`src/rtl/pms_pkg.sv`:
```
package pms_pkg;

   typedef enum logic [1:0] {
      PM_OFF   = 2'd0,
      PM_SLEEP = 2'd1,
      PM_XFER  = 2'd2,
      PM_RUN   = 2'd3
   } pm_state_t;

   // number of clock cycles in (amount / per_sec) seconds at hz
   function automatic longint span_cycles(longint hz, longint amount, longint per_sec);
      return (hz * amount) / per_sec;
   endfunction

endpackage

```
`src/rtl/pms_sync.sv`:
```
module pms_sync #(
   parameter int WIDTH     = 3,
   parameter int STAGES    = 2,
   parameter bit RESET_VAL = 1'b1
) (
   input  logic             clk,
   input  logic             rst_n,
   input  logic [WIDTH-1:0] d,
   output logic [WIDTH-1:0] q
);

   if (STAGES < 2) begin : g_bad_stages
      $error("pms_sync needs at least two stages");
   end

   logic [WIDTH-1:0] pipe [STAGES];

   for (genvar s = 0; s < STAGES; s++) begin : g_stage
      always_ff @(posedge clk or negedge rst_n) begin
         if (!rst_n)
            pipe[s] <= {WIDTH{RESET_VAL}};
         else if (s == 0)
            pipe[s] <= d;
         else
            pipe[s] <= pipe[(s == 0) ? 0 : s-1];
      end
   end

   assign q = pipe[STAGES-1];

endmodule

```
`src/rtl/pms_rst_qual.sv`:
```
module pms_rst_qual #(
   parameter int MIN_LOW = 500
) (
   input  logic clk,
   input  logic rst_n,
   input  logic enable,
   input  logic pin_s,
   output logic fire
);

   localparam int CW = $clog2(MIN_LOW + 1);
   localparam logic [CW-1:0] LOW_LIM = CW'(MIN_LOW);

   if (MIN_LOW < 1) begin : g_bad_min
      $error("pms_rst_qual: minimum low time must be at least one cycle");
   end

   logic          pin_d;
   logic          armed;
   logic [CW-1:0] low_cnt;

   always_ff @(posedge clk or negedge rst_n) begin
      if (!rst_n) begin
         pin_d   <= 1'b1;
         armed   <= 1'b0;
         low_cnt <= '0;
         fire    <= 1'b0;
      end else begin
         pin_d <= pin_s;
         fire  <= 1'b0;
         if (!enable) begin
            armed   <= 1'b0;
            low_cnt <= '0;
         end else if (pin_d && !pin_s) begin
            armed   <= 1'b1;
            low_cnt <= CW'(1);
         end else if (armed && !pin_s) begin
            if (low_cnt != LOW_LIM)
               low_cnt <= low_cnt + 1'b1;
         end else if (armed && pin_s) begin
            armed   <= 1'b0;
            low_cnt <= '0;
            fire    <= (low_cnt >= LOW_LIM);
         end
      end
   end

endmodule

```
`src/rtl/pms_fsm.sv`:
```
module pms_fsm
   import pms_pkg::*;
#(
   parameter longint HOLD_CYC = 1300000,
   parameter longint XFER_CYC = 2000000
) (
   input  logic      clk,
   input  logic      rst_n,
   input  logic      supply_ok,
   input  logic      req_run,
   output pm_state_t state,
   output logic      done,
   output logic      stay_run
);

   localparam longint CNT_MAX = (HOLD_CYC > XFER_CYC) ? HOLD_CYC : XFER_CYC;
   localparam int     CW      = (CNT_MAX > 1) ? $clog2(CNT_MAX) : 1;
   localparam logic [CW-1:0] HOLD_LAST = CW'(HOLD_CYC - 1);
   localparam logic [CW-1:0] XFER_LAST = CW'(XFER_CYC - 1);

   if (HOLD_CYC < 1 || XFER_CYC < 1) begin : g_bad_span
      $error("pms_fsm: hold and transition spans must be at least one cycle");
   end

   logic [CW-1:0] cnt;

   always_ff @(posedge clk or negedge rst_n) begin
      if (!rst_n) begin
         state <= PM_OFF;
         cnt   <= '0;
         done  <= 1'b0;
      end else begin
         done <= 1'b0;
         if (!supply_ok) begin
            state <= PM_OFF;
            cnt   <= '0;
         end else begin
            case (state)
               PM_OFF: begin
                  if (cnt == HOLD_LAST) begin
                     state <= PM_SLEEP;
                     cnt   <= '0;
                  end else begin
                     cnt <= cnt + 1'b1;
                  end
               end
               PM_SLEEP: begin
                  if (req_run) begin
                     state <= PM_XFER;
                     cnt   <= '0;
                  end
               end
               PM_XFER: begin
                  if (!req_run) begin
                     state <= PM_SLEEP;
                     cnt   <= '0;
                  end else if (cnt == XFER_LAST) begin
                     state <= PM_RUN;
                     cnt   <= '0;
                     done  <= 1'b1;
                  end else begin
                     cnt <= cnt + 1'b1;
                  end
               end
               default: begin
                  if (!req_run)
                     state <= PM_SLEEP;
               end
            endcase
         end
      end
   end

   assign stay_run = supply_ok && req_run && (state == PM_RUN);

endmodule

```
`src/rtl/pwr_mode_seq.sv`:
```
module pwr_mode_seq
   import pms_pkg::*;
#(
   parameter longint CLK_HZ      = 50000000,
   parameter int     HOLD_MS     = 26,
   parameter int     XFER_MS     = 40,
   parameter int     RST_US      = 10,
   parameter int     SYNC_STAGES = 2
) (
   input  logic       clk,
   input  logic       rst_n,
   input  logic       supply_ok,
   input  logic       mode0_n,
   input  logic       mode1_n,
   input  logic       hw_rst_n,
   output logic [1:0] state,
   output logic       xfer_done,
   output logic       defaults_load
);

   localparam longint HOLD_CYC = span_cycles(CLK_HZ, HOLD_MS, 1000);
   localparam longint XFER_CYC = span_cycles(CLK_HZ, XFER_MS, 1000);
   localparam int     RST_CYC  = int'(span_cycles(CLK_HZ, RST_US, 1000000));

   if (RST_CYC < 2) begin : g_bad_clk
      $error("pwr_mode_seq: clock too slow to time the reset pulse");
   end

   logic [2:0] pins_s;
   logic       req_run;
   logic       stay_run;
   logic       fsm_done;
   logic       rst_fire;
   pm_state_t  st;

   pms_sync #(
      .WIDTH     (3),
      .STAGES    (SYNC_STAGES),
      .RESET_VAL (1'b1)
   ) u_sync (
      .clk   (clk),
      .rst_n (rst_n),
      .d     ({hw_rst_n, mode1_n, mode0_n}),
      .q     (pins_s)
   );

   assign req_run = !pins_s[1] && pins_s[0];

   pms_fsm #(
      .HOLD_CYC (HOLD_CYC),
      .XFER_CYC (XFER_CYC)
   ) u_fsm (
      .clk       (clk),
      .rst_n     (rst_n),
      .supply_ok (supply_ok),
      .req_run   (req_run),
      .state     (st),
      .done      (fsm_done),
      .stay_run  (stay_run)
   );

   pms_rst_qual #(
      .MIN_LOW (RST_CYC)
   ) u_qual (
      .clk    (clk),
      .rst_n  (rst_n),
      .enable (stay_run),
      .pin_s  (pins_s[2]),
      .fire   (rst_fire)
   );

   assign state         = st;
   assign xfer_done     = fsm_done;
   assign defaults_load = fsm_done | rst_fire;

endmodule

```
`config.mk`:
```
export PLATFORM = sky130hd
export DESIGN_NAME = pwr_mode_seq
export DESIGN_NICKNAME = d
export VERILOG_FILES = /design/src/rtl/pms_pkg.sv /design/src/rtl/pms_sync.sv /design/src/rtl/pms_rst_qual.sv /design/src/rtl/pms_fsm.sv /design/src/rtl/pwr_mode_seq.sv
export SDC_FILE = /design/constraint.sdc
export NUM_CORES = 1
export LEC_CHECK = 0
export ABC_AREA = 0
export BUFFER_PORTS_ARGS = -buffer_cell sky130_fd_sc_hd__buf_4
export CORE_AREA = 2 2 69 71
export DETAILED_ROUTE_END_ITERATION = 8
export DIE_AREA = 0 0 71 73
export MAX_ROUTING_LAYER = met4
export PLACE_DENSITY = 0.73
export SYNTH_ARGS = -nofsm -noshare
export SYNTH_HDL_FRONTEND = slang
export SYNTH_SLANG_ARGS = --single-unit
```
`constraint.sdc`:
```
create_clock -name clk -period 2.1 [get_ports clk]
set_input_delay 0.105 -clock clk [delete_from_list [all_inputs] [get_ports clk]]
set_output_delay 0.105 -clock clk [all_outputs]
set_load 0.1 [all_outputs]
```
==> flow_summary.yaml <==
critical_path:
  endpoint_kind: "flip-flop"
  r2r_start: "u_fsm.state[1]"
  slowest_stage: "dfrtp_4"
  startpoint_type: "flip-flop"
  arrival_ps: 2240
  path_class: "flip-flop to flip-flop"
  slowest_delay_ps: 520
  worstSetupStartpoint: "u_fsm.state[1]"
  cp_cell_sequence: "inv_4 -> ha_4 -> nor2b_1 -> inv_1 -> a41o_1 -> a2111oi_0 -> a221o_1"
  crit_required_ps: 2340
  crit_fanout: 6
worst_hold_path:
  min_path_type: "primary input to flip-flop"
  hp-start: "supply_ok"
detailed_routing:
  drtPass1Iterations: 4
  drt-initial-drc-count: 71
  viasPerCell: 5.946
  drt_wl_total_um: 5234
  drc: 0
  ant_nets: 0
  wire_per_inst_um: 15.72
  vias: 1980
pwr:
  peakVddDrop_uv: 387.1
  p_total_mw: 1.853
  powerDensity_nw_per_um2: 644.4
  p_leak_nw: 1.151
layout:
  drive_gt1_share_pct: 26.16
  fillers: 361
  nets: 291
  fin_area_um2: 2875
  antenna_cells: 0
  syn_to_final_growth_pct: 21.97
global_routing:
  globalRouteOverflowTotal: 0
  grt_pass1_wl_um: 8694
  grt_max_degree: 43
  antenna_found_initial: 0
  grt.total_usage_pct: 21.76
  grt_pass1_vias: 1925
floorplanning:
  io_pins: 10
  die_width_um: 71
  core_area_um2: 4536
  initial_utilization_pct: 51.97
  die-area_um2: 5183
  die_h_um: 73
  num_rows: 25
clocking:
  worst_skew_pair.late_latency_ps: 300
  numCtsBuffers: 5
  cts_tree: "built"
  cts_max_level: 2
  clock-sinks: 42
  cts.path.max_buffers: 2
  root_buffer: "clkbuf_8"
  clk_pin_slew_ps: 80
placement:
  port_buffers: 9
  hpwlAfterDp_um: 3555
  place.gp.congestion: 0.8427
  place_area_um2: 2639
logic_synthesis:
  syn_nets: 255
  synth-edff-count: 0
  netlist_area_um2: 2357
  synth_seq_cells: 42
  synth_warnings: 0
  synth_ff_type: "dfrtp_1"
  synth.yosys.seq_area_share_pct: 44.96
  synthesis.instances: 242
  avgSynthCellArea_um2: 9.741
  ys_async_sr_fraction_pct: 100.0
  synth_cell_types: 56
sta:
  finClkSkew_ps: 5.522
  finalSetupViolations: 0
  tns_ps: 0
  tightest_slew_ps: 530.6
  final.min_clock_period_ps: 1997
  period_share_pct: 95.08
  hold_viol: 0
  max_slew_margin_pct: 64.63
  final_max_slew_viol_count: 0
  fmax_mhz: 500.8
status:
  status: "complete, no violations"
job:
  max_cap_violations: 0
==> metrics by stage <==
stage / std cells / util, % / setup WS, ps / hold slack, ps
after detailed placement: 319 / 58.18 / -71.10 / 128.8
after global placement: 319 / 58.18 / 39.13 / 125.6
after CTS: 331 / 61.49 / 69.80 / 93.65
after global routing: 333 / 63.39 / -30.85 / 112.1
after floorplan: 242 / - / 26.28 / -190.6
final: 333 / 63.39 / 103.2 / 105.0
==> worst max-delay path, delay by kind of cell, from the launching register on <==
family / cells / cell delay (ps)
DFF: 1 / 520
adders and majority gates: 1 / 220
AOI/OAI and AO/OA: 3 / 880
and+or+nand+nor: 1 / 150
buffers and inverters: 2 / 170
==> kinds of logic after synthesis <==
| family | synth area share (%) |
|---|---|
| compound gates | 16.62 |
| buf+inv | 3.662 |
| flops | 44.96 |
| fa+ha+maj | 3.715 |
| mux | 0.4246 |
| simple gates | 26.54 |
| xor+xnor | 4.087 |
==> cell type report <==
cell class	instances	area, um^2	share of cell area [%]
multi-input cells	180	1294	45.00
repair buffers	36	284.0	9.878
clock inverters	3	40.04	1.393
clock buffers	5	68.82	2.393
well taps	54	67.56	2.350
flip-flops and latches	42	1067	37.12
inverters	13	53.80	1.871
==> per-layer routing <==
metal / part of all wire [%] / global-route usage [%] / up-vias
li1: - / - / 980
met1: 46 / 27.05 / 969
met2: 50 / 36.14 / 21
met3: 2.0 / 3.453 / 10
met4: 1.7 / 7.966 / 0
met5: 0 / - / -
==> sequential cells by signal, indices dropped and copies added (netlist names) <==
register,count
u_qual.pin_d,1
u_sync.pipe,3
u_fsm.cnt,21
u_qual.armed,1
u_sync.q,3
u_qual.low_cnt,9
u_fsm.state,2
u_fsm.done,1
u_qual.fire,1
==> placed cells by master, fill, tap and decap left out, types with 5 or more instances in the layout <==
master and count:
a21oi_1 13, buf_4 31, clkbuf_8 5, dfrtp_1 33, dfstp_2 7, ha_1 5
inv_1 11, nand2_1 19, nand3_1 9, nand4_1 7, nor2_1 15, nor4_1 6
o21ai_0 17, or3_1 10, xnor2_1 8
==> final timing paths <==
| path | slack, ps | depth (start not counted) | to |
|---|---|---|---|
| worst min register to register | 360 | 0 | u_sync.q[0] |
| worst min-delay path | 100 | 3 | u_fsm.done |
| worst max register to register | 100 | 7 | u_fsm.cnt[3] |
| max in group asynchronous | 1370 | 2 | u_fsm.state[0] |
| worst max-delay path | 100 | 7 | u_fsm.cnt[3] |
| min in group asynchronous | 330 | 2 | u_fsm.cnt[10] |
==> what timing repair did <==
item | 4_1_cts | 5_1_grt
endpoints found under the setup margin | 15 | 18
setup buffers | 0 | 1
hold buffers | 4 | 0
pin swaps | 0 | 7
endpoints found under the hold margin | 38 | 0
resized for setup | 1 | 19
gates cloned | 0 | 1
==> Yosys cell counts, types with 3 or more instances <==
master / number / share of area (%)
dfrtp_1: 35 / 37
nor2b_1: 3 / 0.80
nor4_1: 6 / 1.6
nand3_1: 9 / 1.9
o21ai_0: 18 / 3.8
nor2_1: 16 / 2.5
nor3_1: 3 / 0.64
xnor2_1: 8 / 3.0
nand2_1: 19 / 3.0
clkbuf_1: 3 / 0.48
o2111ai_1: 5 / 1.9
dfstp_2: 7 / 7.8
buf_2: 3 / 0.64
and3_1: 4 / 1.1
nand4_1: 7 / 1.9
and2_1: 3 / 0.80
inv_1: 13 / 2.1
ha_1: 7 / 3.7
xor2_1: 3 / 1.1
a2111oi_0: 3 / 1.1
or3_1: 11 / 2.9
a21oi_1: 14 / 3.0
==> power breakdown <==
part           switching, mW  internal (mW)  total (mW)
logic                  0.192          0.144       0.336
registers             0.0306          0.848       0.878
clock network          0.288          0.350       0.639
total                  0.511           1.34        1.85
No activity file was read; power rests on OpenSTA's default activity.
